==> src/rtl/byte_port_srq.sv <==
module byte_port_srq #(
  parameter int W = 8
) (
  input  logic         clk,
  input  logic         rst_n,
  input  logic         mode,
  input  logic         stb,
  input  logic         sel_a,
  input  logic         sel_b,
  input  logic         clr,
  input  logic [W-1:0] din,
  output logic [W-1:0] dout,
  output logic         dout_oe,
  output logic         srq
);
  localparam int NC = 4;

  logic [NC-1:0] c1, c2;
  logic [W-1:0]  d1, d2, regv;
  logic          stb_q, sel_q, flag, flag_nx;
  logic          clr_s, stb_s, sa_s, sb_s, sel_now, wr, fall, leave;

  assign clr_s   = c2[3];
  assign stb_s   = c2[2];
  assign sa_s    = c2[1];
  assign sb_s    = c2[0];
  assign sel_now = mode ? (~sa_s & sb_s) : (sa_s & sb_s);
  assign wr      = ~clr_s & stb_s & (~mode | sel_now);
  assign fall    = stb_q & ~stb_s;
  assign leave   = sel_q & ~sel_now;

  always_ff @(posedge clk or negedge rst_n) begin
    if (!rst_n) begin
      c1    <= '0;
      c2    <= '0;
      d1    <= '0;
      d2    <= '0;
      stb_q <= 1'b0;
      sel_q <= 1'b0;
    end else begin
      c1    <= {clr, stb, sel_a, sel_b};
      c2    <= c1;
      d1    <= din;
      d2    <= d1;
      stb_q <= stb_s;
      sel_q <= sel_now;
    end
  end

  always_comb begin
    flag_nx = flag;
    if (clr_s)
      flag_nx = 1'b0;
    else if (!mode) begin
      if (sel_now || fall) flag_nx = 1'b1;
      else if (leave)      flag_nx = 1'b0;
    end else begin
      if (leave)     flag_nx = 1'b1;
      else if (fall) flag_nx = 1'b0;
    end
  end

  always_ff @(posedge clk or negedge rst_n) begin
    if (!rst_n) begin
      regv <= '0;
      flag <= 1'b0;
    end else begin
      flag <= flag_nx;
      if (clr_s)   regv <= '0;
      else if (wr) regv <= d2;
    end
  end

  assign dout    = clr_s ? '0 : (wr ? d2 : regv);
  assign dout_oe = mode | sel_now;
  assign srq     = mode ? flag : ~flag;
endmodule


==> config.mk <==
export PLATFORM = sky130hd
export DESIGN_NAME = byte_port_srq
export DESIGN_NICKNAME = d
export VERILOG_FILES = /design/src/rtl/byte_port_srq.sv
export SDC_FILE = /design/constraint.sdc
export NUM_CORES = 1
export LEC_CHECK = 0
export ABC_AREA = 0
export CORE_UTILIZATION = 47
export DETAILED_ROUTE_END_ITERATION = 12
export PLACE_DENSITY = 0.76
export SLEW_MARGIN = 20
export SYNTH_ARGS = -nofsm -noshare
export SYNTH_HDL_FRONTEND = slang
export SYNTH_SLANG_ARGS = --single-unit
==> constraint.sdc <==
create_clock -name clk -period 1.6 [get_ports clk]
set_input_delay 0.32 -clock clk [delete_from_list [all_inputs] [get_ports clk]]
set_output_delay 0.32 -clock clk [all_outputs]
set_load 0.05 [all_outputs]
# Yosys cells after proc, flatten, opt, wreduce, memory -nomap -nowiden
# Cells that the tools add are included.
dict set report word_totals {
  elab_cells 36
  regBits 35
  out_inout_bits 10
  input_bits 15
}
dict set report classes {
  n_eq_ne 1
  n_mux 10
  reduce_logical 3
  bitwise 14
}
# cell n
set op_table {}
lappend op_table {{$mux 8} 2}
lappend op_table {{$mux 1} 8}
lappend op_table {{$and 1x1->1} 6}
lappend op_table {{$not 1->1} 6}
lappend op_table {{$ne 4x1->1 const B} 1}
lappend op_table {{$reduce_bool 4->1} 1}
lappend op_table {{$or 1x1->1} 2}
lappend op_table {{$reduce_and 2->1} 1}
lappend op_table {{$logic_or 1x1->1} 1}

# Logic depth before layout (Yosys ltp)
# Gate-level depths: netlist of the first run.
dict set report depth {
  ltp_word 9
  ltp_mapped 4
  ltp_nobuf 4
}

# Worst setup path after synthesis of the first run
# Ideal clock, no wire load.
dict set report synth_timing {
  path_type {flip-flop to output port}
  from {reg c2[0]}
  to {out dout[0]}
  n_path_buf 0
  stages_incl_launch_ff 5
  path_slack_ps -316
  arrival_ps 1596
  required_time_ps 1280
  path_cell_list {dfrtp_1 -> nor2b_1 -> o21ai_4 -> mux2i_1 -> nor2_1}
}
dict set report synth_between {
  elab_chain_len 6
  elab_cells_between_ends 7
  classes_between {mux: 3; bitwise: 4}
}
# item line
set synth_lines {}
lappend synth_lines {{start, declared} 18} ;# logic [NC-1:0] c1, c2;
lappend synth_lines {{start signal, assigned} 35} ;# c2 <= '0;
lappend synth_lines {{start signal, assigned} 42} ;# c2 <= c1;
lappend synth_lines {{$and 1x1->1} 27} ;# assign sel_now = mode ? (~sa_s & sb_s) : (sa_s & sb_s);
lappend synth_lines {{$mux 1 (*)} 27}
lappend synth_lines {{$or 1x1->1 (*)} 28} ;# assign wr = ~clr_s & stb_s & (~mode | sel_now);
lappend synth_lines {{$and 1x1->1 (*)} 28}
lappend synth_lines {{$mux 8 (*) (2 in series)} 74} ;# assign dout = clr_s ? '0 : (wr ? d2 : regv);
lappend synth_lines {{end, declared} 12} ;# output logic [W-1:0] dout,
# Mark *: on every way between the ends. The rest lies on a longest branch, timed or not.

# Worst setup path in the final report of the first run
# Same ends and word-level chain as after synthesis.

==> flow_summary.toml, run 1 <==
[logic_synthesis]
yosysWarnings = 0
ys_ff_latch = 35
synth_top_cell_area_share_pct = 79.7
synthesis.nets = 82
synthTopCellsByArea = "dfrtp_1, mux2i_1, nor2_1, o21ai_4, mux2_2"
synthCells = 67
avgSynthCellArea_um2 = 16.4
yosysTopAreaCell = "dfrtp_1"
seq_area_frac_synth_pct = 79.7
syn-cell-area_um2 = 1100
yosysUniqueCellTypes = 18

[hold_path]
min_to = "c2[0]$_DFF_PN0_"
worstHoldPathCells = 0
hold_path.class = "reg -> reg"
worstHoldStart = "c1[0]$_DFF_PN0_"

[grt]
grt_start_max_net_pins = 36
grt-ovfl-total = 0
grt_use_total_pct = 18.0
grt_pass1_vias = 642
antenna_found_initial = 0
grt_pass1_wl_um = 2940

[timing]
tns_ps = -3800
finalWorstSetupSlack_ps = -448
rsz0062_at_grt = "true"
whs_ps = 339
hold_viol = 0
finalMaxSlewViolations = 0
tightest_slew_ps = 809
skew_ps = 14.2
slew-limit-headroom_pct = 46.1
fin_crit_sh_pct = 128
setup_viol = 9
clock.fmax_mhz = 488
fin_crit_ps = 2050

[placement]
portBuffers = 24
gp_congestion = 0.679

[routing]
routed.top_layer = "met4"
wirelength_um = 1930
ant_nets = 0
vias = 635
viasPerCell = 4.81
wl_met1_um = 664
drc = 0
wl_met2_um = 1130
first_iter_violations = 5
first_pass_iters = 4
post_drt_wl_per_cell_um = 14.6
dr_wl_met3_um = 117

[clocking]
clockBufferDepth = 2
tritoncts = "done"
htreeDepth = 2
cts_made_buffers = 5
clkSinkCount = 35
root_buffer = "clkbuf_4"
clkLatencyLatePin_ps = 330
hold_buffers = 0
path_clk_slew_ps = 100

[job]
maxCapViolCount = 0

[floorplan]
die_h_um = 50.3
dieArea_um2 = 2530
num_io_pins = 25
coreArea_um2 = 2210
initial_core_util_pct = 49.7
fp-row-count = 17
die_w_um = 50.3

[setup_path]
cp-start-kind = "flop"
cp.required_ps = 1280
crit_path_end_kind = "output port"
crit_arrival_ps = 1730
rr_worst_depth = 6
reg2reg_to = "flag$_DFFE_PN0P_"
r2r-start = "c2[0]$_DFF_PN0_"
critPathMaxFanout = 8
r2r_slack_ps = 210
worstSetupPathType = "reg -> out"

[outcome]
failed_checks = "setup timing"
outcome = "complete, but fails checks"

[pwr]
irDropWorstVdd_mv = 1.05
p_leak_nw = 0.729
p_per_area_nw_per_um2 = 1040

[layout]
diodes = 0
drive_gt1_share_pct = 41.3
fillers = 132
areaGrowthSynthToFinish_pct = 55.6
final_nets = 118
==> worst max path at each step <==
stage	cells past startpoint	end	start	slack, ps
2_1_floorplan	4	dout[0]	c2[0]$_DFF_PN0_	30
4_1_cts	6	dout[7]	c2[0]$_DFF_PN0_	-400
5_1_grt	6	dout[0]	c2[0]$_DFF_PN0_	-510
3_3_place_gp	7	dout[3]	mode	-440
6_report	6	dout[0]	c2[0]$_DFF_PN0_	-450
3_5_place_dp	7	dout[7]	mode	-470
==> registers in the layout, summed over array words and instances (netlist names) <==
name / count
c1: 4
c2: 4
d1: 8
d2: 8
flag: 1
regv: 8
sel_q: 1
stb_q: 1
==> what timing repair did <==
action / 4_1_cts / 5_1_grt
pin swaps: 0 / 2
endpoints found under the hold margin: 0 / 0
resized for setup: 26 / 2
endpoints found under the setup margin: 10 / 9
cloned: 0 / 0
setup buffers: 0 / 1
==> cell type report <==
class	instances	area [um^2]	share of cell area [%]
Tap cell	28	35.0	2.05
Multi-Input combinational cell	29	379	22.2
Inverter	2	7.51	0.439
Clock buffer	8	68.8	4.03
Timing Repair Buffer	30	343	20.1
Sequential cell	35	876	51.2
==> cell usage after synthesis <==
cell type,n
dfrtp_1,35
nor2_1,9
mux2i_1,8
a21boi_0,1
and2_1,1
buf_1,1
inv_1,1
inv_2,1
mux2_2,1
nor2b_1,1
nor3b_1,1
o21a_1,1
o21ai_0,1
o21ai_4,1
o22ai_1,1
or2_1,1
xnor2_1,1
xor2_1,1
==> cell usage in the layout (no fill, tap or decap), types with 2 or more instances in the layout <==
cell,Yosys,routed
dfrtp_1,35,35
clkdlybuf4s50_1,0,13
mux2i_4,0,8
nor2_4,0,8
clkbuf_4,0,5
buf_6,0,5
buf_4,0,5
buf_12,0,4
clkbuf_8,0,2
buf_8,0,2
==> worst max-delay path, cell delays in order (launching register included) <==
cell,delay [ps]
dfrtp_1,420
nor2b_4,140
o21ai_4,130
buf_12,190
mux2i_4,260
nor2_4,60
buf_8,190
==> where the power goes <==
part	total (mW)	internal (mW)	leakage [nW]	switching, mW
combinational	0.292	0.149	0.265	0.143
sequential	0.970	0.931	0.425	0.0394
clock	0.521	0.258	0.0386	0.262
total	1.78	1.34	0.729	0.444
==> cell families after synthesis <==
kind of cell | synth area share, %
buffers and inverters | 1.02
and+or+nand+nor | 5.47
AOI/OAI and AO/OA | 3.87
xor gates and xnor gates | 1.59
DFF | 79.7
muxes | 8.31
==> through the flow <==
step                std cells  cell area [um^2]  util, %  total power, mW  setup WS (ps)
finish                    132              1710     77.3             1.78           -448
floorplan                  67              1160        -             1.09           28.9
CTS                       131              1690     76.6             1.78           -404
detailed placement        123              1490     67.5             1.22           -475
global route              132              1710     77.3             1.86           -515
global placement          123              1490     67.5             1.21           -440
==> metal layers <==
layer  up-vias  GRT usage [%]
met4         0           11.1
met3         2           9.39
met5         -              0
met1       320           18.6
li1        288              -
met2        25           28.7
Note: power is estimated with default switching activity, not from simulation.
==> run 2: changes to the inputs <==
CTS_CLUSTER_DIAMETER = 80   (was default)
==> results of run 2 <==
Final layout, timing and power as in run 1 (identical DEF).
